### src/rtl/dsv_pkg.sv
`timescale 1ns/1ps
package dsv_pkg;
  // Outcome of presenting one trailing store to the comparator
  typedef enum logic [1:0] {
    CMP_NONE  = 2'd0,
    CMP_MATCH = 2'd1,
    CMP_DIFF  = 2'd2
  } cmp_res_e;
endpackage

### src/rtl/dsv_lead_fifo.sv
`timescale 1ns/1ps
module dsv_lead_fifo #(
  parameter int AW    = 32,
  parameter int DW    = 32,
  parameter int DEPTH = 8,
  localparam int PW   = (DEPTH > 1) ? $clog2(DEPTH) : 1,
  localparam int CW   = $clog2(DEPTH + 1)
) (
  input  logic          clk,
  input  logic          rst_n,
  input  logic          push,
  input  logic [AW-1:0] push_addr,
  input  logic [DW-1:0] push_data,
  input  logic          pop,
  output logic          full,
  output logic          empty,
  output logic [CW-1:0] occ,
  output logic [AW-1:0] head_addr,
  output logic [DW-1:0] head_data
);

  logic [PW-1:0] wr_q, wr_d, rd_q, rd_d;
  logic [CW-1:0] cnt_q, cnt_d;
  logic [AW-1:0] slot_a [DEPTH];
  logic [DW-1:0] slot_d [DEPTH];

  function automatic logic [PW-1:0] bump(input logic [PW-1:0] p);
    if (p == PW'(DEPTH - 1)) return '0;
    return p + 1'b1;
  endfunction

  // next-state
  always_comb begin
    wr_d  = push ? bump(wr_q) : wr_q;
    rd_d  = pop  ? bump(rd_q) : rd_q;
    cnt_d = cnt_q;
    case ({push, pop})
      2'b10:   cnt_d = cnt_q + 1'b1;
      2'b01:   cnt_d = cnt_q - 1'b1;
      default: cnt_d = cnt_q;
    endcase
  end

  // pointer and count registers
  always_ff @(posedge clk or negedge rst_n) begin
    if (!rst_n) begin
      wr_q  <= '0;
      rd_q  <= '0;
      cnt_q <= '0;
    end else begin
      wr_q  <= wr_d;
      rd_q  <= rd_d;
      cnt_q <= cnt_d;
    end
  end

  // one storage slot per entry, written only when selected
  for (genvar e = 0; e < DEPTH; e++) begin : g_slot
    logic          we;
    logic [AW-1:0] a_q;
    logic [DW-1:0] d_q;
    assign we = push && (wr_q == PW'(e));
    always_ff @(posedge clk) begin
      if (we) begin
        a_q <= push_addr;
        d_q <= push_data;
      end
    end
    assign slot_a[e] = a_q;
    assign slot_d[e] = d_q;
  end

  assign head_addr = slot_a[rd_q];
  assign head_data = slot_d[rd_q];
  assign full      = (cnt_q == CW'(DEPTH));
  assign empty     = (cnt_q == '0);
  assign occ       = cnt_q;

endmodule

### src/rtl/dsv_compare.sv
`timescale 1ns/1ps
module dsv_compare #(
  parameter int AW = 32,
  parameter int DW = 32
) (
  input  logic              fire,
  input  logic [AW-1:0]     t_addr,
  input  logic [DW-1:0]     t_data,
  input  logic [AW-1:0]     h_addr,
  input  logic [DW-1:0]     h_data,
  output dsv_pkg::cmp_res_e res
);
  import dsv_pkg::*;

  logic addr_eq, data_eq;

  always_comb begin
    addr_eq = ~|(t_addr ^ h_addr);
    data_eq = ~|(t_data ^ h_data);
    if (!fire)                 res = CMP_NONE;
    else if (addr_eq && data_eq) res = CMP_MATCH;
    else                       res = CMP_DIFF;
  end

endmodule

### src/rtl/dsv_release.sv
`timescale 1ns/1ps
module dsv_release #(
  parameter int AW = 32,
  parameter int DW = 32
) (
  input  logic              clk,
  input  logic              rst_n,
  input  dsv_pkg::cmp_res_e res,
  input  logic [AW-1:0]     res_addr,
  input  logic [DW-1:0]     res_data,
  input  logic              mem_ready,
  output logic              mem_valid,
  output logic [AW-1:0]     mem_addr,
  output logic [DW-1:0]     mem_data,
  output logic              fault,
  output logic              slot_free
);
  import dsv_pkg::*;

  logic          vld_q, vld_d;
  logic          flt_q, flt_d;
  logic          load_en;
  logic [AW-1:0] addr_q;
  logic [DW-1:0] data_q;

  // next-state
  always_comb begin
    load_en = (res == CMP_MATCH);
    vld_d   = vld_q;
    if (vld_q && mem_ready) vld_d = 1'b0;
    if (load_en)            vld_d = 1'b1;
    flt_d   = flt_q | (res == CMP_DIFF);
  end

  // registers
  always_ff @(posedge clk or negedge rst_n) begin
    if (!rst_n) begin
      vld_q <= 1'b0;
      flt_q <= 1'b0;
    end else begin
      vld_q <= vld_d;
      flt_q <= flt_d;
    end
  end

  always_ff @(posedge clk or negedge rst_n) begin
    if (!rst_n) begin
      addr_q <= '0;
      data_q <= '0;
    end else if (load_en) begin
      addr_q <= res_addr;
      data_q <= res_data;
    end
  end

  assign mem_valid = vld_q;
  assign mem_addr  = addr_q;
  assign mem_data  = data_q;
  assign fault     = flt_q;
  assign slot_free = !vld_q || mem_ready;

endmodule

### src/rtl/dual_store_validator.sv
`timescale 1ns/1ps
module dual_store_validator #(
  parameter int AW    = 32,
  parameter int DW    = 32,
  parameter int DEPTH = 8
) (
  input  logic          clk,
  input  logic          rst_n,
  input  logic          lead_valid,
  output logic          lead_ready,
  input  logic [AW-1:0] lead_addr,
  input  logic [DW-1:0] lead_data,
  input  logic          trail_valid,
  output logic          trail_ready,
  input  logic [AW-1:0] trail_addr,
  input  logic [DW-1:0] trail_data,
  output logic          wr_valid,
  input  logic          wr_ready,
  output logic [AW-1:0] wr_addr,
  output logic [DW-1:0] wr_data,
  output logic          fault
);
  import dsv_pkg::*;

  localparam int CW = $clog2(DEPTH + 1);

  logic          buf_full, buf_empty, slot_free;
  logic          lead_fire, trail_fire;
  logic [CW-1:0] occ;
  logic [AW-1:0] head_addr;
  logic [DW-1:0] head_data;
  cmp_res_e      res;

  assign lead_ready  = !buf_full;
  assign lead_fire   = lead_valid && lead_ready;
  // trailing side depends only on held entries and the write port
  assign trail_ready = !buf_empty && slot_free;
  assign trail_fire  = trail_valid && trail_ready;

  dsv_lead_fifo #(.AW(AW), .DW(DW), .DEPTH(DEPTH)) u_fifo (
    .clk       (clk),
    .rst_n     (rst_n),
    .push      (lead_fire),
    .push_addr (lead_addr),
    .push_data (lead_data),
    .pop       (trail_fire),
    .full      (buf_full),
    .empty     (buf_empty),
    .occ       (occ),
    .head_addr (head_addr),
    .head_data (head_data)
  );

  dsv_compare #(.AW(AW), .DW(DW)) u_cmp (
    .fire   (trail_fire),
    .t_addr (trail_addr),
    .t_data (trail_data),
    .h_addr (head_addr),
    .h_data (head_data),
    .res    (res)
  );

  dsv_release #(.AW(AW), .DW(DW)) u_rel (
    .clk       (clk),
    .rst_n     (rst_n),
    .res       (res),
    .res_addr  (head_addr),
    .res_data  (head_data),
    .mem_ready (wr_ready),
    .mem_valid (wr_valid),
    .mem_addr  (wr_addr),
    .mem_data  (wr_data),
    .fault     (fault),
    .slot_free (slot_free)
  );

endmodule

### config.mk
export PLATFORM = sky130hd
export DESIGN_NAME = dual_store_validator
export DESIGN_NICKNAME = d
export VERILOG_FILES = /design/src/rtl/dsv_pkg.sv /design/src/rtl/dsv_lead_fifo.sv /design/src/rtl/dsv_compare.sv /design/src/rtl/dsv_release.sv /design/src/rtl/dual_store_validator.sv
export SDC_FILE = /design/constraint.sdc
export NUM_CORES = 1
export LEC_CHECK = 0
export CAP_MARGIN = 10
export CELL_PAD_IN_SITES_DETAIL_PLACEMENT = 0
export CELL_PAD_IN_SITES_GLOBAL_PLACEMENT = 1
export CORE_ASPECT_RATIO = 1.25
export CORE_MARGIN = 10
export CORE_UTILIZATION = 50
export CTS_CLUSTER_SIZE = 20
export DETAILED_ROUTE_END_ITERATION = 8
export PLACE_DENSITY = 0.78
export SYNTH_ARGS = -nofsm -noshare
export SYNTH_HDL_FRONTEND = slang
export SYNTH_SLANG_ARGS = --single-unit
### constraint.sdc
create_clock -name clk -period 4.8 [get_ports clk]
set_input_delay 0.96 -clock clk [delete_from_list [all_inputs] [get_ports clk]]
set_output_delay 0.96 -clock clk [all_outputs]
set_load 0.02 [all_outputs]
======== Word-level counts from Yosys, hierarchy flattened ========
Index checks and enable logic that the tools add are counted.
storage, ports and cells
  register bits after elaboration ......... 588
  bits of input ports ..................... 133
  output and inout port bits .............. 68
  logic and storage cells ................. 87
cells by class
  $add $sub $neg .......................... 4
  $lt $le $gt $ge ......................... 1
  equal/unequal tests ..................... 13
  multiplexer cells ....................... 17
  bitwise gates (word level) .............. 4
  reduce and logical (&&, ||, !) cells .... 25
operators with widths
  operator                                                   number
  binary-select mux 32 bit (select 3 bit)                    2
  2-to-1 mux 32 bit                                          4
  OR reduction 32 bit                                        2
  bitwise XOR 32 bit                                         2
  == test 3 bit (second input constant)                      5
  logical AND 1 bit                                          13
  2-to-1 mux 3 bit                                           4
  one-hot mux 4 bit (2 select lines)                         1
  adder 3 x 1 -> 3 bit (second input constant)               2
  == test 3 x 2 -> 1 bit (second input constant)             2
  zero test 1 bit                                            5
  adder 4 x 1 -> 4 bit (second input constant)               1
  == test 2 x 1 -> 1 bit (second input constant)             2
  == test 2 bit (second input constant)                      2
  == test 4 bit (second input constant)                      1
  greater-or-equal comparator 4 bit (second input constant)  1
  zero test 4 bit                                            1
  2-to-1 mux 1 bit                                           4
  2-to-1 mux 2 bit                                           2
  NOT 3 -> 4 bit                                             1
  nonzero test 2 bit                                         2
  subtractor 4 x 1 -> 4 bit (second input constant)          1
  == test 3 x 1 -> 1 bit (second input constant)             1
  zero test 3 bit                                            1
  other kinds (2)                                            2

======== Depth between registers and ports, before layout ========
Gate-level depths: netlist of run 1.
  depth in word-level cells ............... 12
  depth in mapped cells ................... 14
  depth with buffers taken out ............ 11

======== Hierarchy ========
From an unflattened synthesis of run 1, not the netlist that was laid out.
unflattened totals
  cell total of the unflattened synthesis .. 1037
  area total of the unflattened synthesis .. 23297.3 sq um
modules (own cells, without submodules)
  module                instances  cells each  area an instance (sq um)  seq. area each (sq um)
  dsv_lead_fifo         1          804         19854.0                   15625.0
  dsv_release           1          142         2707.6                    1651.6
  dsv_compare           1          87          710.7                     0.0
  dual_store_validator  1          4           25.0                      0.0

======== Worst setup path after synthesis of run 1 ========
OpenSTA, ideal clock, no wires.
  kind .................................... register to register
  from .................................... reg u_fifo.rd_q[0]
  to ...................................... reg u_rel.data_q[12] (netlist: u_rel.mem_data[12])
  setup time .............................. 0.125 ns
  arrival time ............................ 3.267 ns
  required time ........................... 4.675 ns
  setup slack ............................. 1.408 ns
  stages on the path, launching flop included .. 12
  path buffers ............................ 4
  period minus slack after synthesis ...... 3.392 ns
  cell sequence ........................... dfrtp_1 -> buf_4 -> buf_1 -> mux2i_1 -> xor2_1 -> o221ai_1 -> or4_1 -> nor4_2 -> nand4_1 -> buf_2 -> buf_6 -> mux2_4
between the ends
  word-level cells in the longest chain between the ends .. 11
  elaborated cells between the ends (all ways) .. 17
  those cells by class .................... eq/ne (1); mux (8); bitwise (3); reduce/logical (5)
RTL lines
  element                                                            line                                      text
  from (decl)                                                        dsv_lead_fifo.sv:22                       logic [PW-1:0] wr_q, wr_d, rd_q, rd_d;
  from (signal assigned)                                             dsv_lead_fifo.sv:52                       rd_q <= rd_d;
  NOT 3 -> 4 bit (implied by the code) *                             dsv_lead_fifo.sv:73, dsv_lead_fifo.sv:74
  binary-select mux 32 bit (select 3 bit), on equally long branches  dsv_lead_fifo.sv:73, dsv_lead_fifo.sv:74
  2-to-1 mux 32 bit, on equally long branches (2 in a row)           dsv_lead_fifo.sv:73, dsv_lead_fifo.sv:74
  bitwise XOR 32 bit, on equally long branches                       dsv_compare.sv:18, dsv_compare.sv:19
  OR reduction 32 bit, on equally long branches                      dsv_compare.sv:18, dsv_compare.sv:19
  zero test 1 bit, on equally long branches                          dsv_compare.sv:18, dsv_compare.sv:19
  logical AND 1 bit                                                  dsv_compare.sv:21                         else if (addr_eq && data_eq) res = CMP_MATCH;
  2-to-1 mux 2 bit                                                   dsv_compare.sv:21
  2-to-1 mux 2 bit                                                   dsv_compare.sv:20                         if (!fire) res = CMP_NONE;
  == test 2 x 1 -> 1 bit                                             dsv_release.sv:28                         load_en = (res == CMP_MATCH);
  to (signal assigned)                                               dsv_release.sv:52                         data_q <= res_data;
  to (decl)                                                          dsv_release.sv:24                         logic [DW-1:0] data_q;
Mark *: on every way between the ends. The rest lies on a longest branch, timed or not. The select of a mux whose other input is x is not followed.
A chain may end at the register's enable or synchronous reset.

======== Worst setup path after layout of run 1 ========
  from .................................... reg u_fifo.rd_q[0]
  to ...................................... reg u_rel.data_q[30] (netlist: u_rel.mem_data[30])
The elaborated chain is that of the path after synthesis.

==> impl_metrics.py, run 1 <==
metrics = {
    "sta": {
        "slew_viol_final": 0,
        "setup_violations": 0,
        "hold_viol_final": 0,
        "rsz0062_at_grt": "false",
        "skew_ns": 0.0209,
        "max_freq_mhz": 224,
        "finalCriticalPeriod_ns": 4.47,
        "slew_headroom_pct": 39.8,
        "tightest_slew_ns": 0.903,
        "min_period_over_period_pct": 93.1,
        "setup_tns_ns": 0,
    },
    "clock_tree": {
        "cts_tree": "built",
        "cts_hold_buf": 0,
        "post_cts_resized": 0,
        "cts_setup_buffers": 0,
        "root_buffer": "clkbuf_16",
        "numCtsBuffers": 54,
        "clk-insertion-delay-late_ns": 0.61,
        "htree_levels": 2,
        "clkSinkCount": 588,
        "clk_pin_slew_ns": 0.06,
        "clockBufferDepth": 3,
    },
    "pwr": {
        "p_int_mw": 10.5,
        "vdd_ir_drop_max_mv": 0.309,
        "swShare_pct": 29.7,
        "power_density_nw_per_um2": 538,
        "leakage_nw": 9.98,
        "pwr-share-clk_pct": 28.1,
        "p_switching_mw": 4.45,
        "pwr-share-comb_pct": 28.4,
        "seq_power_share_pct": 43.4,
    },
    "global_route": {
        "grt_pass1_vias": 12300,
        "antenna_found_initial": 3,
        "grt_usage_pct": 19.8,
        "grt_max_degree": 78,
        "grt_pass1_wl_um": 80500,
        "grt_overflow": 0,
    },
    "worst_setup_path": {
        "cp-startpoint": "u_fifo.rd_q[0]$_DFFE_PN0P_",
        "crit_fanout": 53,
        "worst-endpoint-required_ns": 5.28,
        "crit_top_cell": "nand4_1",
        "crit_chain": "buf_4, mux4_2, mux2i_1, xnor2_1, a2111oi_2, nand4_1, nor4_1, nand4_1, buf_12, mux2_4",
        "cp_top_family": "multiplexers",
        "max_stage_delay_ns": 0.58,
        "crit_arrival_ns": 4.95,
        "crit_buf_inv": 2,
        "startpoint_type": "flip-flop",
        "worstSetupPathType": "reg2reg",
        "r2r_start": "u_fifo.rd_q[0]$_DFFE_PN0P_",
        "cp-end-kind": "flip-flop",
        "slowest_stage": "mux4_2",
    },
    "synthesis": {
        "synth-edff-count": 512,
        "synthesis.area_um2": 23300,
        "syn-num-nets": 1310,
        "syn_inst": 1165,
        "synth_top_area_share_pct": 66.1,
        "ys.flop_type": "edfxtp_1",
        "synth_top_cell_by_area": "edfxtp_1",
        "seq_area_frac_synth_pct": 74.2,
        "yosys_warnings": 0,
        "async_reset_ff_share_pct": 12.9,
        "ys_types": 44,
        "yosys-top-cells-area": "edfxtp_1, mux4_2, dfrtp_1, mux2i_1, mux2_2",
        "postSynthAreaPerCell_um2": 20.0,
        "synth-seq-cells": 588,
    },
    "placement": {
        "io_buffers": 200,
        "dpl_cell_area_um2": 26100,
        "hpwlAfterDp_um": 34300,
        "place_congestion": 0.755,
    },
    "final_layout": {
        "final_common_cell": "edfxtp_1",
        "mostFrequentLayoutCells": "edfxtp_1, clkdlybuf4s50_1, mux2i_1",
        "fin_nets": 1551,
        "stdcell_area_um2": 27800,
        "nFillCells": 3308,
        "drive_above_1_share_pct": 18.5,
        "areaGrowthSynthToFinish_pct": 19.6,
    },
    "die": {
        "die_w_um": 213,
        "die_h_um": 261,
        "placementRows": 88,
        "ioPinCount": 201,
        "start_util_pct": 50.4,
        "dieArea_um2": 55600,
        "coreArea_um2": 46100,
    },
    "detailed_routing": {
        "wl_um": 54700,
        "firstDrtPassIters": 5,
        "wl_per_cell_um": 26.8,
        "avgViaCountPerCell": 5.74,
        "drtIter0Drc": 938,
        "via_count": 11700,
        "drc": 0,
        "postRouteAntennaNets": 0,
    },
    "status": {
        "status": "complete, no violations",
    },
    "run": {
        "maxCapViolations": 0,
    },
    "hold_path": {
        "hold_class": "in2async",
    },
}
-- path summary, 6_finish.rpt --
path                            cells past startpoint  slack, ns                             end
worst max-delay path                               10       0.33  u_rel.mem_data[30]$_DFFE_PN0N_
worst min-delay path                                1       0.45  u_rel.mem_data[20]$_DFFE_PN0N_
worst max register to register                     10       0.33  u_rel.mem_data[30]$_DFFE_PN0N_
worst min register to register                      1       0.50           u_rel.fault$_DFF_PN0_
max in group asynchronous                           2       3.35   u_rel.mem_data[9]$_DFFE_PN0N_
min in group clk                                    1       0.50           u_rel.fault$_DFF_PN0_
-- metal layers --
metal  track usage (%)  wire (um)  share of wire (%)
met3              3.43       3260                6.0
met1              26.3      22800                 42
met5                 0          9              0.016
met4              6.57       1330                2.4
met2              32.6      27200                 50
-- power by group through the flow --
stage / logic, mW / clock network (mW) / registers [mW]
2_1_floorplan: 3.02 / 0 / 6.48
3_3_place_gp: 4.30 / 0 / 6.58
3_5_place_dp: 4.33 / 0 / 6.61
4_1_cts: 4.34 / 4.28 / 6.51
5_1_grt: 4.57 / 4.48 / 6.56
6_report: 4.26 / 4.21 / 6.51
-- cells in the mapped netlist, drive strengths merged, types with 2 or more instances --
library cell	count
edfxtp	512
mux2i	135
mux4	90
dfrtp	76
mux2	50
inv	48
buf	42
xnor2	31
xor2	30
nand2	19
a22oi	12
nand4	12
a22o	11
and3	11
ha	11
a221oi	10
o21ai	8
clkbuf	6
nor2	5
nor3	5
nor4	5
o22ai	5
a21o	4
a21oi	4
nor2b	4
and2	3
nand3	2
nand3b	2
or2	2
or3	2
-- state kept, by name, summed over array words and instances (netlist names), 3 cells and up --
signal	flops
u_fifo.g_slot.a_q	256
u_rel.mem_data	32
u_fifo.wr_q	3
u_fifo.occ	4
u_rel.mem_addr	32
u_fifo.g_slot.d_q	256
u_fifo.rd_q	3
-- per-stage QoR --
step	setup WS [ns]	instances	util, %	hold WS (ns)	total power [mW]
floorplan	1.41	1165	-	0.479	9.50
global placement	0.290	1935	56.6	0.468	10.9
detailed placement	0.322	1935	56.6	0.474	10.9
CTS	0.311	2035	60.3	0.485	15.1
global route	0.110	2036	60.3	0.496	15.6
finish	0.330	2038	60.3	0.453	15.0
-- final cells by class --
| class | instances | area (um^2) | share of cell area (%) |
|---|---|---|---|
| Antenna cell | 3 | 7.51 | 0.0270 |
| Sequential cell | 588 | 17300 | 62.1 |
| Inverter | 48 | 180 | 0.647 |
| Tap cell | 585 | 732 | 2.63 |
| Clock buffer | 72 | 1460 | 5.24 |
| Timing Repair Buffer | 233 | 2330 | 8.39 |
| Multi-Input combinational cell | 481 | 5580 | 20.0 |
| Clock inverter | 28 | 263 | 0.944 |
-- cell families (layout without fill, tap and decap cells) --
group | after synthesis | in the layout | share of synthesized area (%)
flip-flops | 588 | 588 | 74.2
multiplexers | 275 | 275 | 17.2
XOR/XNOR | 61 | 61 | 2.30
other | 0 | 3 | 0
AO/OA/AOI/OAI | 59 | 59 | 1.91
AND/OR/NAND/NOR | 74 | 74 | 1.74
adder cells (fa/ha/maj) | 12 | 12 | 0.677
buffers and inverters | 96 | 381 | 1.98
Note: power is estimated with default switching activity, not from simulation.
==> inputs of run 2 (changes only) <==
--- a/config.mk
+++ b/config.mk
@@ -14,6 +14,7 @@
 export CTS_CLUSTER_SIZE = 20
 export DETAILED_ROUTE_END_ITERATION = 8
 export PLACE_DENSITY = 0.78
+export SLEW_MARGIN = 10
 export SYNTH_ARGS = -nofsm -noshare
 export SYNTH_HDL_FRONTEND = slang
 export SYNTH_SLANG_ARGS = --single-unit
==> results of run 2 <==
No change in the layout: final DEF, timing and power equal those of run 1.
==> inputs of run 3 (changes only) <==
--- a/config.mk
+++ b/config.mk
@@ -8,7 +8,7 @@
 export CAP_MARGIN = 10
 export CELL_PAD_IN_SITES_DETAIL_PLACEMENT = 0
 export CELL_PAD_IN_SITES_GLOBAL_PLACEMENT = 1
-export CORE_ASPECT_RATIO = 1.25
+export CORE_ASPECT_RATIO = 0.7
 export CORE_MARGIN = 10
 export CORE_UTILIZATION = 50
 export CTS_CLUSTER_SIZE = 20
==> run 3 against run 2 <==
Effect of this change: hold slack gained 0.035 ns; flip-flop and latch count did not move; clock skew barely moved; clock power down 1%; sequential share of layout area down 0.15 points; utilization barely moved; combinational power hardly changed; maximum frequency is 1.7% lower; register-to-register slack lost 0.08 ns; die area is 0.15% higher; sequential power rose by 0.6%; routed wire length is 2.5% lower; critical endpoint is now u_rel.mem_data[13]$_DFFE_PN0N_; highest routed layer unchanged.
==> impl_metrics.py, run 3 (synthesized netlist as in run 1, its figures left out) <==
metrics = {
    "sta": {
        "finalCriticalPeriod_ns": 4.55,
        "setup_tns_ns": 0,
        "slew_headroom_pct": 37.5,
        "hold_ws_ns": 0.489,
        "setup_violations": 0,
        "skew_ns": 0.0208,
        "rsz0062_at_grt": "false",
        "tightest_slew_ns": 0.937,
        "slew_viol_final": 0,
        "hold_viol_final": 0,
        "max_freq_mhz": 220,
        "fin_ws_ns": 0.254,
        "min_period_over_period_pct": 94.7,
    },
    "global_route": {
        "grt_usage_pct": 18.9,
        "grt_pass1_wl_um": 80000,
        "grt_overflow": 0,
        "antenna_found_initial": 3,
        "grt_pass1_vias": 12200,
        "grt_max_degree": 56,
    },
    "worst_setup_path": {
        "cp_top_family": "simple AND/OR/NAND/NOR gates",
        "path_depth": 10,
        "worst-endpoint-required_ns": 5.24,
        "crit_chain": "buf_12, mux4_2, mux2i_1, xor2_1, nand4_1, nor4_1, nand4_1, buf_4, buf_4, mux2i_1",
        "crit_fanout": 34,
        "startpoint_type": "flip-flop",
        "r2r-end": "u_rel.mem_data[13]$_DFFE_PN0N_",
        "crit_arrival_ns": 4.99,
        "r2r_cells": 10,
        "slowest_stage": "dfrtp_4",
        "reg2reg_slack_ns": 0.25,
        "worstSetupPathType": "reg2reg",
        "r2r_start": "u_fifo.rd_q[1]$_DFFE_PN0P_",
        "cp-endpoint": "u_rel.mem_data[13]$_DFFE_PN0N_",
        "cp-end-kind": "flip-flop",
        "cp-startpoint": "u_fifo.rd_q[1]$_DFFE_PN0P_",
        "crit_buf_inv": 3,
        "max_stage_delay_ns": 0.81,
    },
    "die": {
        "start_util_pct": 50.3,
        "die_w_um": 278,
        "dieArea_um2": 55700,
        "ioPinCount": 201,
        "die_h_um": 201,
        "coreArea_um2": 46200,
        "placementRows": 66,
    },
    "clock_tree": {
        "clkSinkCount": 588,
        "htree_levels": 2,
        "root_buffer": "clkbuf_16",
        "cts_setup_buffers": 0,
        "cts_hold_buf": 0,
        "cts_tree": "built",
        "post_cts_resized": 0,
        "clockBufferDepth": 3,
        "numCtsBuffers": 54,
        "clk_pin_slew_ns": 0.06,
        "clk-insertion-delay-late_ns": 0.59,
    },
    "final_layout": {
        "fin_nets": 1554,
        "fin_util_pct": 60.3,
        "drive_above_1_share_pct": 18.2,
        "areaGrowthSynthToFinish_pct": 19.9,
        "final_cells": 2065,
        "stdcell_area_um2": 27900,
        "mostFrequentLayoutCells": "edfxtp_1, clkdlybuf4s50_1, mux2i_1",
        "multi_input_area_um2": 5580,
        "final_common_cell": "edfxtp_1",
        "reg_top3": "u_fifo.g_slot.a_q (256), u_fifo.g_slot.d_q (256)",
        "nFillCells": 3293,
        "seqCellArea_um2": 17300,
    },
    "placement": {
        "dpl_cell_area_um2": 26200,
        "io_buffers": 200,
        "dp_cells": 1965,
        "dp_slack_ns": 0.297,
        "hpwlAfterDp_um": 33700,
        "place_congestion": 0.747,
    },
    "pwr": {
        "leakage_nw": 9.98,
        "power_density_nw_per_um2": 536,
        "p_total_mw": 15.0,
        "vdd_ir_drop_max_mv": 0.320,
    },
    "detailed_routing": {
        "wl_met3_um": 4190,
        "wl_per_cell_um": 25.8,
        "avgViaCountPerCell": 5.66,
        "drtIter0Drc": 1169,
        "via_count": 11700,
        "routed.top_layer": "met5",
        "met1_length_um": 23800,
        "postRouteAntennaNets": 0,
        "wl_um": 53300,
        "wl_met2_um": 24600,
        "firstDrtPassIters": 5,
        "drc": 0,
    },
    "status": {
        "status": "complete, no violations",
    },
    "run": {
        "maxCapViolations": 0,
    },
    "hold_path": {
        "hold_class": "in2async",
    },
}
## run 3: changes by cell type in the layout (fill, tap and decap cells not counted)
cell,change
clkbuf_16,-1
clkbuf_8,+3
buf_12,+3
inv_6,-1
clkinvlp_4,-1
clkinv_2,-8
clkinv_4,+1
clkinv_8,+1
clkbuf_1,+9
clkinv_1,-3
diode_2,-2
bufinv_16,-1
## run 3: worst min path at each step
stage | start | endpoint | slack (ns) | cells after the start
after floorplan | u_fifo.occ[2]$_DFFE_PN0P_ | u_fifo.occ[2]$_DFFE_PN0P_ | 0.48 | 2
after global placement | u_rel.mem_addr[30]$_DFFE_PN0N_ | u_rel.mem_addr[30]$_DFFE_PN0N_ | 0.49 | 1
after detailed placement | u_rel.mem_addr[8]$_DFFE_PN0N_ | u_rel.mem_addr[8]$_DFFE_PN0N_ | 0.49 | 1
after CTS | u_rel.mem_addr[8]$_DFFE_PN0N_ | u_rel.mem_addr[8]$_DFFE_PN0N_ | 0.51 | 1
after global routing | u_rel.mem_data[17]$_DFFE_PN0N_ | u_rel.mem_data[17]$_DFFE_PN0N_ | 0.52 | 1
final | rst_n | u_rel.mem_data[29]$_DFFE_PN0N_ | 0.49 | 1
## run 3: metal layers
| layer | global-route usage (%) | up-vias |
|---|---|---|
| met4 | 3.45 | 6 |
| met1 | 27.5 | 6059 |
| met2 | 28.9 | 417 |
| met5 | 0 | - |
| li1 | - | 5129 |
| met3 | 4.30 | 70 |
## run 3: area by class of cell
type	count	share of cell area, %
Sequential cell	588	61.9
Multi-Input combinational cell	481	20.0
Timing Repair Buffer	236	8.58
Clock buffer	83	5.41
Tap cell	612	2.74
Clock inverter	16	0.681
Inverter	48	0.646
Antenna cell	1	0.00897
## run 3: where the power goes
| group | switching (mW) | internal (mW) | total, mW | leakage, nW |
|---|---|---|---|---|
| Combinational | 2.33 | 1.92 | 4.25 | 3.67 |
| Clock | 1.78 | 2.38 | 4.16 | 0.827 |
| Sequential | 0.305 | 6.25 | 6.55 | 5.48 |
| Total | 4.41 | 10.5 | 15.0 | 9.98 |
